===== config.mk =====
export PLATFORM = sky130hd
export DESIGN_NAME = freeze_ctrl
export DESIGN_NICKNAME = d
export VERILOG_FILES = /design/src/rtl/freeze_pkg.sv /design/src/rtl/fz_sync.sv /design/src/rtl/fz_seq.sv /design/src/rtl/fz_pad_map.sv /design/src/rtl/freeze_ctrl.sv
export SDC_FILE = /design/constraint.sdc
export NUM_CORES = 1
export LEC_CHECK = 0
export ABC_AREA = 1
export BUFFER_PORTS_ARGS = -buffer_cell sky130_fd_sc_hd__buf_2
export CORE_MARGIN = 2
export CORE_UTILIZATION = 25
export DETAILED_ROUTE_END_ITERATION = 16
export PLACE_DENSITY = 0.63
export SLEW_MARGIN = 20
export SYNTH_ARGS = -nofsm -noshare
export SYNTH_HDL_FRONTEND = slang
export SYNTH_SLANG_ARGS = --single-unit

===== constraint.sdc =====
create_clock -name clk -period 1.8 [get_ports clk]
set_clock_uncertainty 0.1 [all_clocks]
set_input_delay 0.36 -clock clk [delete_from_list [all_inputs] [get_ports clk]]
set_output_delay 0.36 -clock clk [all_outputs]
set_load 0.02 [all_outputs]

===== src/rtl/freeze_pkg.sv =====
package freeze_pkg;

  typedef enum logic [1:0] {
    PK_IN    = 2'b00,
    PK_OUT   = 2'b01,
    PK_TRI   = 2'b10,
    PK_BIDIR = 2'b11
  } pad_kind_e;

  typedef enum logic [1:0] {
    ST_RUN,
    ST_ARM,
    ST_FROZEN,
    ST_WAKE
  } fz_state_e;

  typedef struct packed {
    logic drv;
    logic pu;
    logic pd;
    logic core;
  } pad_ctl_t;

  function automatic pad_ctl_t map_pad(
    input logic [1:0] kind,
    input logic       oe,
    input logic       pen,
    input logic       pup,
    input logic       in_val,
    input logic       frz
  );
    pad_ctl_t c;
    c.pu = pen & pup;
    c.pd = pen & ~pup;
    case (pad_kind_e'(kind))
      PK_IN: begin
        c.drv  = 1'b0;
        c.core = frz ? 1'b1 : in_val;
      end
      PK_OUT: begin
        c.drv  = ~frz;
        c.core = 1'b0;
      end
      PK_TRI: begin
        c.drv  = oe & ~frz;
        c.core = 1'b0;
      end
      default: begin
        c.drv  = oe & ~frz;
        c.core = (frz & ~oe) ? 1'b1 : in_val;
      end
    endcase
    return c;
  endfunction

endpackage


===== src/rtl/fz_sync.sv =====
module fz_sync #(
  parameter int W      = 2,
  parameter int STAGES = 2
) (
  input  logic         clk,
  input  logic         rst_n,
  input  logic [W-1:0] d,
  output logic [W-1:0] q
);
  logic [W-1:0] chain [STAGES];

  generate
    for (genvar s = 0; s < STAGES; s++) begin : g_stage
      always_ff @(posedge clk) begin
        if (!rst_n) chain[s] <= '0;
        else if (s == 0) chain[s] <= d;
        else chain[s] <= chain[(s == 0) ? 0 : s-1];
      end
    end
  endgenerate

  assign q = chain[STAGES-1];
endmodule


===== src/rtl/fz_seq.sv =====
module fz_seq
  import freeze_pkg::*;
#(
  parameter int ENTRY_CYC = 4,
  parameter int EXIT_CYC  = 4
) (
  input  logic clk,
  input  logic rst_n,
  input  logic pin_s,
  input  logic usr_s,
  input  logic mode_both,
  input  logic pwr_good,
  output logic frozen
);
  localparam int MAXC = (ENTRY_CYC > EXIT_CYC) ? ENTRY_CYC : EXIT_CYC;
  localparam int CW   = (MAXC < 2) ? 1 : $clog2(MAXC);

  fz_state_e st;
  logic [CW-1:0] cnt;
  logic entry_ok;

  assign entry_ok = pwr_good & pin_s & (~mode_both | usr_s);

  always_ff @(posedge clk) begin
    if (!rst_n) begin
      st  <= ST_RUN;
      cnt <= '0;
    end else begin
      case (st)
        ST_RUN: begin
          if (entry_ok) begin
            st  <= ST_ARM;
            cnt <= '0;
          end
        end
        ST_ARM: begin
          if (!entry_ok) st <= ST_RUN;
          else if (cnt == CW'(ENTRY_CYC-1)) st <= ST_FROZEN;
          else cnt <= cnt + 1'b1;
        end
        ST_FROZEN: begin
          if (!pin_s) begin
            st  <= ST_WAKE;
            cnt <= '0;
          end
        end
        default: begin
          if (pin_s) st <= ST_FROZEN;
          else if (cnt == CW'(EXIT_CYC-1)) st <= ST_RUN;
          else cnt <= cnt + 1'b1;
        end
      endcase
    end
  end

  assign frozen = (st == ST_FROZEN) || (st == ST_WAKE);
endmodule


===== src/rtl/fz_pad_map.sv =====
module fz_pad_map
  import freeze_pkg::*;
#(
  parameter int NPAD = 8
) (
  input  logic              frz,
  input  logic [2*NPAD-1:0] kind,
  input  logic [NPAD-1:0]   oe,
  input  logic [NPAD-1:0]   pull_en,
  input  logic [NPAD-1:0]   pull_up,
  input  logic [NPAD-1:0]   in_val,
  output logic [NPAD-1:0]   drv_en,
  output logic [NPAD-1:0]   pu_en,
  output logic [NPAD-1:0]   pd_en,
  output logic [NPAD-1:0]   core_val
);
  generate
    for (genvar i = 0; i < NPAD; i++) begin : g_pad
      pad_ctl_t c;
      always_comb begin
        c = map_pad(kind[2*i +: 2], oe[i], pull_en[i], pull_up[i], in_val[i], frz);
      end
      assign drv_en[i]   = c.drv;
      assign pu_en[i]    = c.pu;
      assign pd_en[i]    = c.pd;
      assign core_val[i] = c.core;
    end
  endgenerate
endmodule


===== src/rtl/freeze_ctrl.sv =====
module freeze_ctrl #(
  parameter int NPAD        = 8,
  parameter int SYNC_STAGES = 2,
  parameter int ENTRY_CYC   = 4,
  parameter int EXIT_CYC    = 4
) (
  input  logic              clk,
  input  logic              rst_n,
  input  logic              frz_req_pin,
  input  logic              usr_frz_req,
  input  logic              mode_both,
  input  logic              pwr_good,
  input  logic              req_pin_pull_en,
  input  logic [2*NPAD-1:0] pad_kind,
  input  logic [NPAD-1:0]   pad_oe,
  input  logic [NPAD-1:0]   pad_pull_en,
  input  logic [NPAD-1:0]   pad_pull_up,
  input  logic [NPAD-1:0]   pad_in_val,
  output logic              pll_pwrdn,
  output logic              clk_run,
  output logic [NPAD-1:0]   pad_drv_en,
  output logic [NPAD-1:0]   pad_pu_en,
  output logic [NPAD-1:0]   pad_pd_en,
  output logic [NPAD-1:0]   core_in_val,
  output logic              jtag_block,
  output logic              frozen,
  output logic              cfg_err
);
  logic [1:0] req_s;
  logic pin_s, usr_s, frz_i;

  fz_sync #(.W(2), .STAGES(SYNC_STAGES)) u_sync (
    .clk(clk), .rst_n(rst_n),
    .d({usr_frz_req, frz_req_pin}), .q(req_s)
  );
  assign pin_s = req_s[0];
  assign usr_s = req_s[1];

  fz_seq #(.ENTRY_CYC(ENTRY_CYC), .EXIT_CYC(EXIT_CYC)) u_seq (
    .clk(clk), .rst_n(rst_n), .pin_s(pin_s), .usr_s(usr_s),
    .mode_both(mode_both), .pwr_good(pwr_good), .frozen(frz_i)
  );

  fz_pad_map #(.NPAD(NPAD)) u_pads (
    .frz(frz_i), .kind(pad_kind), .oe(pad_oe), .pull_en(pad_pull_en),
    .pull_up(pad_pull_up), .in_val(pad_in_val), .drv_en(pad_drv_en),
    .pu_en(pad_pu_en), .pd_en(pad_pd_en), .core_val(core_in_val)
  );

  always_ff @(posedge clk) begin
    if (!rst_n) cfg_err <= 1'b0;
    else cfg_err <= req_pin_pull_en;
  end

  assign frozen     = frz_i;
  assign pll_pwrdn  = frz_i;
  assign clk_run    = ~frz_i;
  assign jtag_block = frz_i;
endmodule


==> flow_summary.ini <==
[status]
violations = setup timing
status = complete, but fails checks

[power]
power_uw = 2060
p_leak_uw = 0.00125
powerDensity_nw_per_um2 = 1130
peakVddDrop_mv = 0.460

[route]
met3_length_um = 228
top_layer_used = met4
ant_nets = 0
dr.pass1.iters = 4
route.met2.wl_um = 1440
drt-total-wl_um = 2910
via_per_inst = 3.97
drt_iter0_drc = 21
routedWlPerCell_um = 8.26
drcViolationCount = 0
num_vias = 1398
wl_met1_um = 1200

[setup_path]
crit_fanout = 5
cp-end-kind = primary output
cp.arrival_ns = 1.48
worstSetupPathType = register to primary output
required_ns = 1.34
critPathLaunchType = register

[cts]
cts_tree = done
worst_skew_pair.late_latency_ns = 0.24
cts_sinks = 9
cts_max_path_buffers = 2
cts_root_buffer = clkbuf_8
htree_levels = 1
cts_buffers = 3
path_clk_slew_ns = 0.04

[timing]
timing.fmax_mhz = 514
maxSlewViolCount = 0
rsz0062_at_grt = yes
finalCritPeriodShare_pct = 108
min_period_ns = 1.94
setup-tns-final_ns = -2.10
slew_headroom_pct = 84.4
worst_pin_slew_ns = 0.233
hold_violations = 0
setup_ws_ns = -0.144
setup_viol = 20

[yosys]
seq_area_frac_synth_pct = 15.4
yosys_register_bits = 9
synth_cell_types = 20
synthCells = 200
synth_most_common_cell = nor2_1
ys_async_sr_fraction_pct = 0
yosysWarningCount = 0
syn_avg_cell_area_um2 = 5.84
synthTopCellsByCount = nor2_1 (66), inv_1 (53), nand2_1 (28), ha_1 (22), dfxtp_1 (9)
syn_nets = 277
synth_edf_count = 0
syn_area_um2 = 1170
synth-main-ff-cell = dfxtp_1
synth_top_area_share_pct = 23.6
synth_top_cell_by_area = ha_1
ys_top_cells_by_area = ha_1 (24%), nor2_1 (21%), inv_1 (17%), dfxtp_1 (15%), nand2_1 (9.0%)

[global_route]
grt_pass1_vias = 1233
grt-ovfl-total = 0
antenna_found_initial = 0
grt.total_usage_pct = 10.8
grt_max_degree = 11
grt_pass1_wl_um = 4610

[placed_design]
io_buffers = 91
hpwl_um = 2430
place.gp.congestion = 0.762
placed_cells = 343

[hold_path]
hold_class = input pin to register

[finish]
antennaDiodeCount = 0
syn_to_final_growth_pct = 56.9
drive_gt1_share_pct = 40.7
layout.nets = 378
final_cells = 352

[floorplan]
core_area_um2 = 4410
fp-row-count = 24
fp.dieH_um = 72.3
ioPinCount = 92
initial_core_util_pct = 26.4
dieArea_um2 = 5230
fp.dieW_um = 72.3

[run]
cap_violations = 0
worst max-delay path: stages, from the launching register on:
cell,delay (ns)
dfxtp_2,0.35
inv_2,0.06
ha_4,0.15
or2_4,0.27
inv_4,0.10
nor2_2,0.04
nor2_1,0.08
nor2_1,0.05
buf_4,0.15
cell type report:
cell class                 instances  area [µm²]
fill                             474        2580
tap                               52        65.1
inverter                          55         214
timing repair inverter             1        6.26
timing repair buffer              99         553
sequential                         9         183
multi-input combinational        132         766
clock buffer                       4        45.0
metrics by stage:
step	setup WS (ns)	instance area, µm²	hold WS, ns	utilization (%)
2_1_floorplan	0.00691	1170	0.290	-
3_3_place_gp	-0.0490	1680	0.292	38.1
3_5_place_dp	-0.0965	1680	0.298	38.1
4_1_cts	-0.149	1810	0.197	41.0
5_1_grt	-0.224	1830	0.208	41.5
6_report	-0.144	1830	0.202	41.5
state kept, by name, summed over array words and instances, names as in the netlist:
| signal | count |
|---|---|
| u_sync.chain | 4 |
| u_seq.cnt | 2 |
| u_seq.st | 2 |
| cfg_err | 1 |
cells by family (layout without fill, tap and decap cells):
| logic type | after synthesis | after routing | share of synthesized area [%] |
|---|---|---|---|
| compound gates | 3 | 3 | 1.82 |
| fa+ha+maj | 22 | 22 | 23.6 |
| buf+inv | 59 | 159 | 21.5 |
| flops | 9 | 9 | 15.4 |
| simple gates | 107 | 107 | 37.6 |
timing repair:
item | CTS | global route
hold buffers | 0 | 0
setup buffers | 3 | 1
cloned | 1 | 0
resized for setup | 21 | 4
setup endpoints to repair | 20 | 20
pin swaps | 2 | 5
layer usage:
layer  vias up  GRT usage [%]
met5         -              0
met2        52           20.2
met4         0           4.61
met3         6           1.53
met1       570           11.9
li1        770              -
cell usage in the layout, fill, tap and decap left out, types with 2 or more instances in the layout:
master and n:
inv_2 2, clkbuf_8 3, inv_1 52, nand2_2 3, dfxtp_1 7, buf_6 2
nor2_1 63, buf_2 79, buf_4 18, ha_1 20, dfxtp_2 2, nand2_1 28
nand3_1 3, nor2_2 3, nor2_4 2, nand4_1 2
final timing paths:
kind	startpoint	end	slack, ns	cells past startpoint
hold / removal	usr_frz_req	u_sync.chain[0][1]	0.20	3
setup reg to reg	u_seq.st[0]	u_seq.st[1]	0.25	11
hold reg to reg	u_sync.chain[0][0]	u_sync.chain[1][0]	0.30	2
setup / recovery	u_seq.st[0]	core_in_val[0]	-0.14	8
report_power, final:
group,total [µW],internal (µW),switching [µW]
clock network,238,155,83.2
registers,298,257,41.7
logic,1530,660,868
total,2060,1070,993
Note: power is estimated with default switching activity, not from simulation.
